--- src/rtl/i2c_seq_pkg.sv ---
package i2c_seq_pkg;
    typedef enum logic [2:0] {
        ST_IDLE, ST_START, ST_ADDR, ST_DATA, ST_STOP, ST_HOLD
    } seq_state_e;

    localparam int CMD_RUN   = 0;
    localparam int CMD_START = 1;
    localparam int CMD_STOP  = 2;
    localparam int CMD_ACK   = 3;

    localparam int SB_BUSY  = 0;
    localparam int SB_ERR   = 1;
    localparam int SB_ADRN  = 2;
    localparam int SB_DATN  = 3;
    localparam int SB_ARB   = 4;
    localparam int SB_IDLE  = 5;
    localparam int SB_BUSB  = 6;
    localparam int STAT_W   = 7;
endpackage

--- src/rtl/i2c_seq_tick.sv ---
module i2c_seq_tick #(
    parameter int PRE_W = 7,
    parameter int BASE  = 2
) (
    input  logic             clk,
    input  logic             rst_n,
    input  logic             run,
    input  logic [PRE_W-1:0] prescale,
    output logic             tick
);
    localparam int CNT_W = PRE_W + $clog2(BASE) + 2;

    logic [CNT_W-1:0] cnt;
    logic [CNT_W-1:0] lim;

    assign lim  = CNT_W'((int'(prescale) + 1) * BASE - 1);
    assign tick = run && (cnt == lim);

    always_ff @(posedge clk or negedge rst_n) begin
        if (!rst_n)
            cnt <= '0;
        else if (!run || cnt == lim)
            cnt <= '0;
        else
            cnt <= cnt + 1'b1;
    end
endmodule

--- src/rtl/i2c_seq_irq.sv ---
module i2c_seq_irq (
    input  logic clk,
    input  logic rst_n,
    input  logic done,
    input  logic clear,
    input  logic mask,
    output logic raw,
    output logic masked
);
    always_ff @(posedge clk or negedge rst_n) begin
        if (!rst_n)
            raw <= 1'b0;
        else if (done)
            raw <= 1'b1;
        else if (clear)
            raw <= 1'b0;
    end

    assign masked = raw & mask;
endmodule

--- src/rtl/i2c_seq_fsm.sv ---
module i2c_seq_fsm
    import i2c_seq_pkg::*;
(
    input  logic              clk,
    input  logic              rst_n,
    input  logic              tick,
    input  logic              cmd_we,
    input  logic [3:0]        cmd,
    input  logic [7:0]        addr_dir,
    input  logic [7:0]        tx_byte,
    input  logic              sda_in,
    output logic              scl_out,
    output logic              sda_out,
    output logic              run,
    output logic              done,
    output logic [7:0]        rx_byte,
    output logic [STAT_W-1:0] status
);
    seq_state_e state, nxt;
    logic [1:0] ph;
    logic [3:0] bitn;
    logic [7:0] addr_lat, tx_lat, rx_sh;
    logic       ack_lat, stop_lat;
    logic       adr_nack, dat_nack, arb_lost, busbsy;
    logic       accept, samp, end_ph, last_bit, rx_mode, drv, arb;

    assign rx_mode  = addr_lat[0];
    assign samp     = tick && ph == 2'd1;
    assign end_ph   = tick && ph == 2'd3;
    assign last_bit = bitn == 4'd8;
    assign accept   = cmd_we && cmd[CMD_RUN] &&
                      ((state == ST_IDLE && cmd[CMD_START]) ||
                       (state == ST_HOLD && (cmd[CMD_START] || cmd[CMD_STOP])));

    always_comb begin
        drv = 1'b1;
        if (state == ST_ADDR)
            drv = last_bit ? 1'b1 : addr_lat[~bitn[2:0]];
        else if (state == ST_DATA)
            drv = rx_mode ? (last_bit ? ~ack_lat : 1'b1)
                          : (last_bit ? 1'b1 : tx_lat[~bitn[2:0]]);
    end

    assign arb = samp && !last_bit && drv && !sda_in &&
                 (state == ST_ADDR || (state == ST_DATA && !rx_mode));

    always_comb begin
        nxt = state;
        unique case (state)
            ST_IDLE:  if (accept) nxt = ST_START;
            ST_HOLD:  if (accept) nxt = cmd[CMD_START] ? ST_START : ST_STOP;
            ST_START: if (end_ph) nxt = ST_ADDR;
            ST_ADDR: begin
                if (arb)
                    nxt = ST_IDLE;
                else if (end_ph && last_bit)
                    nxt = adr_nack ? (stop_lat ? ST_STOP : ST_HOLD) : ST_DATA;
            end
            ST_DATA: begin
                if (arb)
                    nxt = ST_IDLE;
                else if (end_ph && last_bit)
                    nxt = stop_lat ? ST_STOP : ST_HOLD;
            end
            ST_STOP:  if (end_ph) nxt = ST_IDLE;
            default:  nxt = ST_IDLE;
        endcase
    end

    assign done = arb || (state == ST_STOP && end_ph) ||
                  (nxt == ST_HOLD && state != ST_HOLD);

    always_ff @(posedge clk or negedge rst_n) begin
        if (!rst_n) begin
            state    <= ST_IDLE;
            ph       <= '0;
            bitn     <= '0;
            addr_lat <= '0;
            tx_lat   <= '0;
            rx_sh    <= '0;
            rx_byte  <= '0;
            ack_lat  <= 1'b0;
            stop_lat <= 1'b0;
            adr_nack <= 1'b0;
            dat_nack <= 1'b0;
            arb_lost <= 1'b0;
            busbsy   <= 1'b0;
        end else begin
            state <= nxt;
            if (nxt != state) begin
                ph   <= '0;
                bitn <= '0;
            end else if (tick) begin
                ph <= ph + 1'b1;
                if (ph == 2'd3)
                    bitn <= bitn + 1'b1;
            end
            if (accept) begin
                if (cmd[CMD_START]) begin
                    addr_lat <= addr_dir;
                    tx_lat   <= tx_byte;
                    ack_lat  <= cmd[CMD_ACK];
                end
                stop_lat <= cmd[CMD_STOP];
                adr_nack <= 1'b0;
                dat_nack <= 1'b0;
                arb_lost <= 1'b0;
            end
            if (samp && last_bit && state == ST_ADDR)
                adr_nack <= sda_in;
            if (samp && last_bit && state == ST_DATA && !rx_mode)
                dat_nack <= sda_in;
            if (samp && !last_bit && state == ST_DATA && rx_mode)
                rx_sh <= {rx_sh[6:0], sda_in};
            if (end_ph && last_bit && state == ST_DATA && rx_mode)
                rx_byte <= rx_sh;
            if (arb)
                arb_lost <= 1'b1;
            if (tick && state == ST_START && ph == 2'd2)
                busbsy <= 1'b1;
            else if ((state == ST_STOP && end_ph) || arb)
                busbsy <= 1'b0;
        end
    end

    always_comb begin
        scl_out = 1'b1;
        sda_out = 1'b1;
        unique case (state)
            ST_IDLE: ;
            ST_HOLD: scl_out = 1'b0;
            ST_START: begin
                scl_out = (ph == 2'd0) ? !busbsy : (ph != 2'd3);
                sda_out = (ph < 2'd2);
            end
            ST_ADDR, ST_DATA: begin
                scl_out = (ph == 2'd1) || (ph == 2'd2);
                sda_out = drv;
            end
            ST_STOP: begin
                scl_out = (ph != 2'd0);
                sda_out = (ph >= 2'd2);
            end
            default: ;
        endcase
    end

    assign run = (state == ST_START) || (state == ST_ADDR) ||
                 (state == ST_DATA) || (state == ST_STOP);

    always_comb begin
        status          = '0;
        status[SB_BUSY] = run;
        status[SB_ERR]  = adr_nack | dat_nack | arb_lost;
        status[SB_ADRN] = adr_nack;
        status[SB_DATN] = dat_nack;
        status[SB_ARB]  = arb_lost;
        status[SB_IDLE] = (state == ST_IDLE);
        status[SB_BUSB] = busbsy;
    end
endmodule

--- src/rtl/i2c_ctl_seq.sv ---
module i2c_ctl_seq #(
    parameter int PRE_W     = 7,
    parameter int TICK_BASE = 2
) (
    input  logic             clk,
    input  logic             rst_n,
    input  logic             cmd_we,
    input  logic [3:0]       cmd,
    input  logic [7:0]       addr_dir,
    input  logic [7:0]       tx_byte,
    input  logic [PRE_W-1:0] prescale,
    input  logic             irq_mask,
    input  logic             irq_clear,
    input  logic             scl_in,
    input  logic             sda_in,
    output logic             scl_out,
    output logic             sda_out,
    output logic [7:0]       rx_byte,
    output logic [6:0]       status,
    output logic             irq_raw,
    output logic             irq_masked
);
    logic tick, run, done, scl_seen;

    assign scl_seen = scl_in;

    i2c_seq_tick #(.PRE_W(PRE_W), .BASE(TICK_BASE)) u_tick (
        .clk(clk), .rst_n(rst_n), .run(run && (scl_seen || !scl_out)),
        .prescale(prescale), .tick(tick)
    );

    i2c_seq_fsm u_fsm (
        .clk(clk), .rst_n(rst_n), .tick(tick), .cmd_we(cmd_we), .cmd(cmd),
        .addr_dir(addr_dir), .tx_byte(tx_byte), .sda_in(sda_in),
        .scl_out(scl_out), .sda_out(sda_out), .run(run), .done(done),
        .rx_byte(rx_byte), .status(status)
    );

    i2c_seq_irq u_irq (
        .clk(clk), .rst_n(rst_n), .done(done), .clear(irq_clear),
        .mask(irq_mask), .raw(irq_raw), .masked(irq_masked)
    );
endmodule

--- config.mk ---
export PLATFORM = sky130hd
export DESIGN_NAME = i2c_ctl_seq
export DESIGN_NICKNAME = d
export VERILOG_FILES = /design/src/rtl/i2c_seq_pkg.sv /design/src/rtl/i2c_seq_tick.sv /design/src/rtl/i2c_seq_irq.sv /design/src/rtl/i2c_seq_fsm.sv /design/src/rtl/i2c_ctl_seq.sv
export SDC_FILE = /design/constraint.sdc
export NUM_CORES = 1
export LEC_CHECK = 0
export ABC_AREA = 1
export BUFFER_PORTS_ARGS = -buffer_cell sky130_fd_sc_hd__buf_2
export CAP_MARGIN = 30
export CORE_MARGIN = 4
export CORE_UTILIZATION = 49
export CTS_CLUSTER_DIAMETER = 40
export DETAILED_ROUTE_END_ITERATION = 12
export MAX_ROUTING_LAYER = met4
export PLACE_DENSITY = 0.76
export SKIP_LAST_GASP = 1
export SLEW_MARGIN = 5
export SYNTH_ARGS = -nofsm -noshare
export SYNTH_HDL_FRONTEND = slang
export SYNTH_SLANG_ARGS = --single-unit
--- constraint.sdc ---
create_clock -name clk -period 2 [get_ports clk]
set_input_delay 0.1 -clock clk [delete_from_list [all_inputs] [get_ports clk]]
set_output_delay 0.1 -clock clk [all_outputs]
set_load 0.01 [all_outputs]
==> results.md, run 1 <==
* Outcome: finished, violations left
* Failing checks: negative setup slack
* Initial DRC count at 182
* EDFF count, synth at 0
* Nets@finish at 711
* Critical path class: flop to flop
* Maximum fanout along the worst path at 6
* Vias at 3872
* GPL Wtd Cong at 0.9455
* CTS Root Cell: clkbuf_8
* Post-route DRC at 0
* Global-route wire length before repair at 15610 µm
* Clock Sinks at 58
* Startpoint Class: flop
* Seq pwr share at 36.7%
* Critical path data required time at 2.21 ns
* Max Slew Vio Count at 0
* Net switching power figure at 1472 µW
* Synth top area share at 39.97%
* Post-Syn Area at 3631 µm²
* Maximum number of pins on one net before global-route repair at 35
* Post-route insts no fill at 772
* Die span in y at 94.08 µm
* Routed length per placed instance at 13.04 µm
* Setup Skew at 0.009532 ns
* P_leak at 0.002730 µW
* Slowest CP cell: dfrtp_1
* Placement Rows at 31
* Vias in the first global route at 3611
* Antenna cells at 0
* Synth Net Count at 553
* Slew HR at 44.75%
* Grt ovf at 0
* Initial core utilization at 50.33%
* Clk network pwr share at 27.7%
* Antenna Nets Post-Route at 0
* Area leader, netlist: dfrtp_1
* Max-cap violations at 0
* Setup TNS at -7.102 ns
* Share of layout cells above drive strength 1 at 36.55%
* Clk pin slew, worst setup/hold paths at 0.07 ns
* IO Count at 53
* Clk_lat worst skew at 0.34 ns
* Seq/Total Area, Yosys at 39.97%
* DRT Wirelength at 10070 µm
* Dominant cells by area after synthesis: dfrtp_1, nand2_1, inv_1
* Total CTS buffers at 9
* Synthesized instance count at 510
* Fin. Hold Viols at 0
* Worst-path cell chain: ha_2 -> inv_2 -> o211ai_1 -> o2111ai_2 -> nand2_1 -> nand2_2 -> inv_4 -> nand3_4 -> nor2_4 -> nand3_2 -> nand2_2 -> nand2_1 -> a22oi_2 -> nor2_2 -> nand2_4 -> nor2_2
* Die area at 8851 µm²
* Dpl cells at 720
* Synthesized area per cell at 7.120 µm²
* Initial antenna violation count at 0
* VDD IR-drop max at 0.0007238 V
* Internal power at 2827 µW
* Width of the die at 94.08 µm
* Worst-margin pin slew at 0.8257 ns
* CTS H-Tree Depth at 3
* Minimum clock period at 2.376 ns
* RSZ-0062 raised after global routing: true
* CP Capture Type: flop
* Seq cells post-synth at 58
* Hpwl dp at 6767 µm
* DR vias/cell at 5.016
* Reg area at 1451 µm²
* Flop2flop setup slack at -0.38 ns
* Total power at 4298 µW
* CTS Buffer Depth at 2
* Final hold slack at 0.06667 ns
* PortBufs at 52
* PwrDens at 803.6 nW/µm²
* Final WS setup at -0.3762 ns
* Sw Share at 34.24%
* Synth unique cells at 37
* Core Area at 7214 µm²
* Area grow syn2layout at 47.31%
* Final setup fails at 29
* Synth async-reset ratio at 100.0%
* Arrival time of the worst setup path at 2.59 ns
* Yosys warns at 0
* Total GRT Usage at 22.69%
* Number of fill cells in the layout at 546
* DRT Pass-1 Iters at 4
* Post-route clock period utilization at 118.8%
* CTS tree: done
* Worst min-delay path class: input pin to flop
* Slowest stage delay, CP at 0.41 ns
* Ys flop type: dfrtp_1
* Multi-input gate area at 2096 µm²
* F_max at 420.8 MHz
* Comb power frac at 35.6%
[sequential cells by signal, indices dropped and copies added, names as in the netlist]
signal	cells
u_fsm.bitn	4
u_fsm.adr_nack	1
u_fsm.ack_lat	1
u_fsm.arb_lost	1
u_fsm.dat_nack	1
u_fsm.rx_sh	8
u_fsm.addr_lat	8
u_tick.cnt	10
u_fsm.busbsy	1
u_irq.raw	1
u_fsm.ph	2
u_fsm.rx_byte	8
u_fsm.state	3
u_fsm.tx_lat	8
u_fsm.stop_lat	1
[critical path: cells and delay by family (launching register included)]
kind / cells / cell delay [ns]
and+or+nand+nor: 10 / 0.93
AOI/OAI and AO/OA: 3 / 0.54
DFF: 1 / 0.41
adders and majority gates: 1 / 0.22
buffers and inverters: 2 / 0.16
[kinds of logic after synthesis]
kind of cell | Yosys count | synth area share [%]
compound gates | 62 | 9.339
xor+xnor | 7 | 1.689
fa+ha+maj | 9 | 3.101
buf+inv | 87 | 9.717
flops | 58 | 39.97
mux | 1 | 0.3101
simple gates | 286 | 35.87
[metal layers]
layer	global-route usage, %	vias up	wire, µm
met5	-	-	0
met4	8.544	0	261
met3	4.247	27	438
met2	38.97	109	5147
met1	26.36	1797	4219
li1	-	1939	-
[layout make-up]
type                            count  area share [%]
Clock inverter                      7           1.754
Sequential cell                    58           27.13
Clock buffer                        9           2.316
Timing Repair Buffer              157           21.89
Inverter                           76           5.404
Multi-Input combinational cell    366           39.18
Tap cell                           99           2.316
[placed cells by master, fill, tap and decap left out, drive strengths merged, types with 2 or more instances in the layout]
| master | instances |
|---|---|
| clkbuf | 9 |
| inv | 75 |
| nand4 | 9 |
| nor3b | 4 |
| nor3 | 5 |
| nand2 | 170 |
| o21ai | 44 |
| nand3 | 41 |
| dlygate4sd3 | 20 |
| nor2 | 56 |
| dfrtp | 58 |
| clkinv | 4 |
| buf | 137 |
| a21oi | 9 |
| bufinv | 2 |
| o2111ai | 3 |
| nor4 | 2 |
| ha | 9 |
| clkinvlp | 2 |
| xor2 | 6 |
[cell usage after synthesis, types with 2 or more instances]
cell type and count:
nand2_1 165, inv_1 70, dfrtp_1 58, o21ai_0 42, nor2_1 37, nand3_1 36
nor2_2 15, a21oi_1 9, ha_1 9, nand4_1 8, xor2_1 6, buf_4 5
clkbuf_1 5, inv_2 5, nand2_2 4, nor2_4 4, nor3_1 4, nor3b_1 4
nand3_2 3, o2111ai_1 3, nor4_1 2
[worst paths after layout]
check / startpoint / endpoint / cells past startpoint
worst max-delay path: u_fsm.ph[1] / u_fsm.ph[1] / 16
worst min-delay path: irq_clear / u_irq.raw / 4
worst max register to register: u_fsm.ph[1] / u_fsm.ph[1] / 16
worst min register to register: u_fsm.addr_lat[5] / u_fsm.addr_lat[5] / 2
max in group asynchronous: rst_n / u_fsm.addr_lat[5] / 3
min in group asynchronous: rst_n / u_fsm.rx_sh[7] / 2
[metrics by stage]
stage	area [µm²]	setup WS [ns]	utilization, %
2_1_floorplan	3664	-0.2012	-
3_3_place_gp	4519	-0.4592	62.64
3_5_place_dp	4519	-0.6049	62.64
4_1_cts	5096	-0.2930	70.64
5_1_grt	5349	-0.5713	74.14
6_report	5349	-0.3762	74.14
[what timing repair did]
action	CTS	global route
setup endpoints to repair	28	31
hold endpoints to repair	43	0
setup buffers	7	8
pin swaps	14	32
cloned	0	1
hold buffers	20	0
gates resized for setup	37	61
[power by group through the flow]
| stage | logic [µW] | registers, µW | clock network, µW |
|---|---|---|---|
| 5_1_grt | 1700 | 1600 | 1250 |
| 6_report | 1530 | 1580 | 1190 |
| 4_1_cts | 1360 | 1560 | 1210 |
| 3_3_place_gp | 1240 | 1570 | 0 |
| 2_1_floorplan | 753 | 1540 | 0 |
| 3_5_place_dp | 1280 | 1580 | 0 |
(Power assumes the default switching activity.)
==> run 2, diff against run 1 <==
--- a/config.mk
+++ b/config.mk
@@ -9,11 +9,11 @@
 export BUFFER_PORTS_ARGS = -buffer_cell sky130_fd_sc_hd__buf_2
 export CAP_MARGIN = 30
 export CORE_MARGIN = 4
-export CORE_UTILIZATION = 49
+export CORE_UTILIZATION = 52
 export CTS_CLUSTER_DIAMETER = 40
 export DETAILED_ROUTE_END_ITERATION = 12
 export MAX_ROUTING_LAYER = met4
-export PLACE_DENSITY = 0.76
+export PLACE_DENSITY = 0.8
 export SKIP_LAST_GASP = 1
 export SLEW_MARGIN = 5
 export SYNTH_ARGS = -nofsm -noshare
==> results.md, run 2 (same netlist as run 1, synthesis figures left out) <==
* Core Area at 6794 µm²
* PwrDens at 820.7 nW/µm²
* CP Capture Type: flop
* Slowest CP cell: dfrtp_1
* CTS Buffer Depth at 2
* Clock Sinks at 58
* GPL Wtd Cong at 0.9342
* Final setup fails at 33
* Setup TNS at -7.894 ns
* Initial core utilization at 53.44%
* CTS Root Cell: clkbuf_8
* Max Slew Vio Count at 0
* Vias in the first global route at 3811
* Outcome: finished, violations left
* Reg2Reg Depth at 18
* Pre-CTS setup slack at -0.5497 ns
* Die span in y at 91.56 µm
* Bufs and invs on worst path at 4
* Antenna Nets Post-Route at 0
* Clk pin slew, worst setup/hold paths at 0.07 ns
* VDD IR-drop max at 0.0007452 V
* Most used cell, CP: nand2_2
* CP top delay family: simple AND/OR/NAND/NOR gates
* Setup Skew at 0.01022 ns
* Commonest non-fill, non-tap cell in the layout: nand2_1
* Slew HR at 44.03%
* F_max at 408.5 MHz
* Top reg by flops: u_tick.cnt
* Vias at 4090
* Antenna cells at 0
* Clk_lat worst skew at 0.35 ns
* Maximum number of pins on one net before global-route repair at 29
* Initial DRC count at 400
* DRT Pass-1 Iters at 5
* Hold depth at 4
* Hpwl dp at 6678 µm
* Area grow syn2layout at 48.79%
* Worst-path cell chain: ha_2 -> inv_2 -> o211ai_1 -> o2111ai_2 -> nand2_1 -> nand2_2 -> inv_4 -> buf_6 -> nand3_4 -> nand2_2 -> nand2_2 -> inv_2 -> nand2_2 -> nand2_1 -> nand2_1 -> nor2_2 -> nand2_4 -> nor2_2
* Initial antenna violation count at 0
* Worst min-delay path startpoint: irq_clear
* Failing checks: negative setup slack
* Worst r2r dst: u_fsm.ph[0]
* Grt ovf at 0
* Final WS setup at -0.4479 ns
* Slowest stage delay, CP at 0.42 ns
* Width of the die at 91.56 µm
* Worst min-delay path class: input pin to flop
* Post-route clock period utilization at 122.4%
* P_leak at 0.002756 µW
* PortBufs at 52
* Arrival time of the worst setup path at 2.72 ns
* DRT Wirelength at 11500 µm
* Total CTS buffers at 9
* Fin. Hold Viols at 0
* Number of fill cells in the layout at 399
* CTS H-Tree Depth at 3
* RSZ-0062 raised after global routing: true
* Nets@finish at 717
* Max-cap violations at 0
* CTS tree: done
* Post-route DRC at 0
* Total GRT Usage at 25.68%
* Critical path data required time at 2.27 ns
* Largest register FFs at 10
* Die area at 8383 µm²
* Flop2flop setup slack at -0.45 ns
* IO Count at 53
* Startpoint Class: flop
* Commonest cells after routing, fill and taps aside: nand2_1, buf_4, inv_1, dfrtp_1, buf_2
* Placement Rows at 30
* Routed length per placed instance at 14.84 µm
* Share of layout cells above drive strength 1 at 37.41%
* Maximum fanout along the worst path at 6
* Reg2Reg Launch Point: u_fsm.ph[1]
* DR vias/cell at 5.277
* Critical path class: flop to flop
* Global-route wire length before repair at 17000 µm
* Worst-margin pin slew at 0.8365 ns
* Worst hold endpoint: u_irq.raw
* Minimum clock period at 2.448 ns
-- run 2: cell count changes in the layout (fill, tap and decap cells not counted), moves of 2 or more --
cell      change
buf_4         +7
buf_6         -2
clkbuf_8      +3
ha_2          -2
ha_4          +2
nand2_1       -3
nand2_2       +4
nor2_1        +2
nor2_2        -3
-- run 2: cell type report --
class	count	area [µm²]	area share, %
Multi-Input combinational cell	366	2098	38.84
Timing Repair Buffer	163	1206	22.33
Clock buffer	12	165.2	3.057
Sequential cell	58	1451	26.86
Inverter	76	289.0	5.350
Tap cell	96	120.1	2.223
Clock inverter	4	72.57	1.343
-- run 2: layer usage --
layer,GRT usage (%),part of all wire (%)
met5,-,0
met4,10.93,3.9
met3,5.137,5.8
met2,44.13,51
met1,28.99,39
-- run 2: repair_timing --
| item | 4_1_cts | 5_1_grt |
|---|---|---|
| gates cloned | 2 | 1 |
| pin swaps | 21 | 35 |
| hold buffers | 20 | 0 |
| endpoints found under the hold margin | 60 | 0 |
| gates resized for setup | 51 | 50 |
| endpoints found under the setup margin | 29 | 32 |
| setup buffers | 6 | 14 |
-- run 2: how the worst max path moves through the flow --
stage                 from       endpoint  slack, ns  cells past startpoint
2_1_floorplan  u_fsm.ph[1]    u_fsm.ph[1]      -0.20                     18
3_3_place_gp   prescale[0]    u_fsm.ph[1]      -0.47                     20
3_5_place_dp   prescale[0]  u_fsm.bitn[1]      -0.55                     22
4_1_cts        u_fsm.ph[1]  u_fsm.bitn[1]      -0.32                     18
5_1_grt        prescale[0]    u_fsm.ph[1]      -0.62                     20
6_report       u_fsm.ph[1]    u_fsm.ph[0]      -0.45                     18
-- run 2: per-stage QoR --
step | area [µm²] | power [µW] | hold WS (ns) | std cells | utilization (%)
4_1_cts | 5167 | 4227 | 0.03245 | 761 | 76.06
3_5_place_dp | 4516 | 2864 | 0.01616 | 717 | 66.46
3_3_place_gp | 4516 | 2806 | 0.01166 | 717 | 66.46
2_1_floorplan | 3664 | 2297 | -0.1956 | 510 | -
6_report | 5403 | 4434 | 0.1099 | 775 | 79.52
5_1_grt | 5403 | 4671 | 0.08379 | 775 | 79.52
-- run 2: report_power, final --
group | leakage, µW | internal, µW | switching [µW] | total (µW)
registers | 0.000767 | 1410 | 172 | 1580
clock network | 0.000119 | 801 | 475 | 1280
logic | 0.00187 | 714 | 858 | 1570
total | 0.00276 | 2930 | 1510 | 4430
-- run 2: worst reg2reg max path, cell delays in order (launching register included) --
cell	delay (ns)
dfrtp_1	0.42
ha_2	0.23
inv_2	0.05
o211ai_1	0.20
o2111ai_2	0.14
nand2_1	0.10
nand2_2	0.08
inv_4	0.11
buf_6	0.11
nand3_4	0.10
nand2_2	0.11
nand2_2	0.07
inv_2	0.08
nand2_2	0.06
nand2_1	0.07
nand2_1	0.07
nor2_2	0.15
nand2_4	0.10
nor2_2	0.11
==> run 3, diff against run 2 <==
==> constraint.sdc (replaced) <==
create_clock -name clk -period 2 [get_ports clk]
set_input_delay 0.1 -clock clk [delete_from_list [all_inputs] [get_ports clk]]
set_output_delay 0.1 -clock clk [all_outputs]
set_load 0.02 [all_outputs]
==> results.md, run 3 (same netlist as run 1, synthesis figures left out) <==
* Outcome: finished, violations left
* Failing checks: negative setup slack
* Internal power at 2825 µW
* Total GRT Usage at 27.90%
* Clock Sinks at 58
* F_max at 401.9 MHz
* Maximum fanout along the worst path at 6
* Reg2Reg Launch Point: u_fsm.ph[0]
* Post-route DRC at 0
* Share of layout cells above drive strength 1 at 40.56%
* Clk pin slew, worst setup/hold paths at 0.07 ns
* Antenna Nets Post-Route at 0
* Commonest non-fill, non-tap cell in the layout: nand2_1
* Minimum clock period at 2.488 ns
* DRT Wirelength at 12180 µm
* Width of the die at 91.56 µm
* Max Slew Vio Count at 0
* Crit path to: u_fsm.ph[1]
* Final setup fails at 30
* Critical path data required time at 2.23 ns
* Clk network pwr share at 25.2%
* Critical path class: flop to flop
* PwrDens at 807.7 nW/µm²
* Post-route insts no fill at 769
* P_leak at 0.002757 µW
* Grt ovf at 0
* Vias in the first global route at 4035
* Commonest cells after routing, fill and taps aside: nand2_1, buf_4, inv_1, dfrtp_1, buf_2
* Flop2flop setup slack at -0.49 ns
* Largest register FFs at 10
* PortBufs at 52
* Startpoint Class: flop
* Top reg by flops: u_tick.cnt
* Worst r2r dst: u_fsm.ph[1]
* CTS Root Cell: clkbuf_8
* Sw Share at 36.80%
* Maximum number of pins on one net before global-route repair at 36
* Area grow syn2layout at 52.41%
* Worst min-delay path class: input pin to flop
* DR vias/cell at 5.441
* Dpl cells at 720
* Setup Skew at 0.006780 ns
* Reg2Reg Depth at 16
* Post-route clock period utilization at 124.4%
* RSZ-0062 raised after global routing: true
* CTS Buffer Depth at 2
* CP Capture Type: flop
* GPL Wtd Cong at 0.9474
* Net switching power figure at 1645 µW
* Die span in y at 91.56 µm
* Vias at 4184
* Routed length per placed instance at 15.84 µm
* IO Count at 53
* CTS tree: done
* VDD IR-drop max at 0.0007200 V
* Antenna cells at 0
* Initial core utilization at 53.44%
* Hpwl dp at 6967 µm
* Max-cap violations at 0
* DRT Pass-1 Iters at 5
* CTS H-Tree Depth at 3
* Core Area at 6794 µm²
* Comb power frac at 38.6%
* Slew HR at 59.85%
* Total CTS buffers at 9
* Number of fill cells in the layout at 407
* Initial antenna violation count at 0
* Clk_lat worst skew at 0.35 ns
* Worst-margin pin slew at 0.6023 ns
* Seq pwr share at 36.2%
* Setup TNS at -8.885 ns
* Initial DRC count at 278
* Global-route wire length before repair at 18110 µm
* Placement Rows at 30
* Final WS setup at -0.4882 ns
* Arrival time of the worst setup path at 2.72 ns
* Die area at 8383 µm²
* Fin. Hold Viols at 0
* Critical path origin: u_fsm.ph[0]
* Nets@finish at 711
[run 3: cell count changes in the layout (fill, tap and decap cells not counted), sizes merged]
cell and change:
clkinvlp +1, bufinv -1, buf -6, inv -1, clkinv +1
[run 3: per-stage QoR]
stage               setup WS [ns]  hold slack, ns  total power [µW]  util, %  instance area [µm²]
floorplan                 -0.2999         -0.1956              2342        -                 3652
global placement          -0.4796          0.1188              2878    66.76                 4536
detailed placement        -0.5857          0.1400              2933    66.76                 4536
CTS                       -0.3018         0.04756              4237    76.70                 5211
global route              -0.6255         0.07445              4730    81.45                 5534
finish                    -0.4882         0.08048              4470    81.45                 5534
[run 3: power groups by stage]
stage	clock network (µW)	logic [µW]	registers (µW)
final	1130	1730	1620
after global placement	0	1310	1570
after floorplan	0	799	1540
after global routing	1200	1890	1640
after CTS	1130	1540	1560
after detailed placement	0	1360	1580
[run 3: per-layer routing]
layer  vias to the layer above  part of all wire, %  track usage, %
li1                       1926                    -               -
met1                      1976                   36           28.97
met2                       204                   51           48.81
met3                        78                  6.4           6.794
met4                         0                  5.9           14.20
met5                         -                    0               -
[run 3: cell type report]
class / count / area (µm²) / share of cell area, %
multi-input combinational: 366 / 2281 / 41.22
inverter: 76 / 291.5 / 5.268
timing repair buffer: 157 / 1182 / 21.37
tap: 96 / 120.1 / 2.170
clock buffer: 12 / 155.1 / 2.804
sequential: 58 / 1454 / 26.27
clock inverter: 4 / 50.05 / 0.9044
[run 3: worst min path at each step]
stage	from	end	slack, ns	depth (start not counted)
global placement	rst_n	u_fsm.rx_byte[6]	0.12	1
CTS	irq_clear	u_irq.raw	0.05	4
floorplan	rst_n	u_fsm.ack_lat	-0.20	0
global route	irq_clear	u_irq.raw	0.07	4
finish	irq_clear	u_irq.raw	0.08	4
detailed placement	rst_n	u_fsm.rx_sh[6]	0.14	1
[run 3: repair_timing]
action	4_1_cts	5_1_grt
gates cloned	1	1
setup buffers	8	6
hold buffers	20	0
setup endpoints to repair	29	38
pin swaps	31	30
hold endpoints to repair	42	0
resized for setup	61	86
[run 3: critical path, cell delays in order (launching register included)]
cell	delay (ns)
dfrtp_1	0.43
inv_2	0.08
ha_4	0.17
o211ai_1	0.23
o2111ai_2	0.18
nand2_1	0.11
nand2_2	0.08
clkinv_4	0.09
nand4_4	0.15
inv_2	0.12
nand4_1	0.19
nand2_1	0.16
nand2_1	0.06
nand2_1	0.08
nor2_2	0.05
nand2_4	0.12
nor2_2	0.04
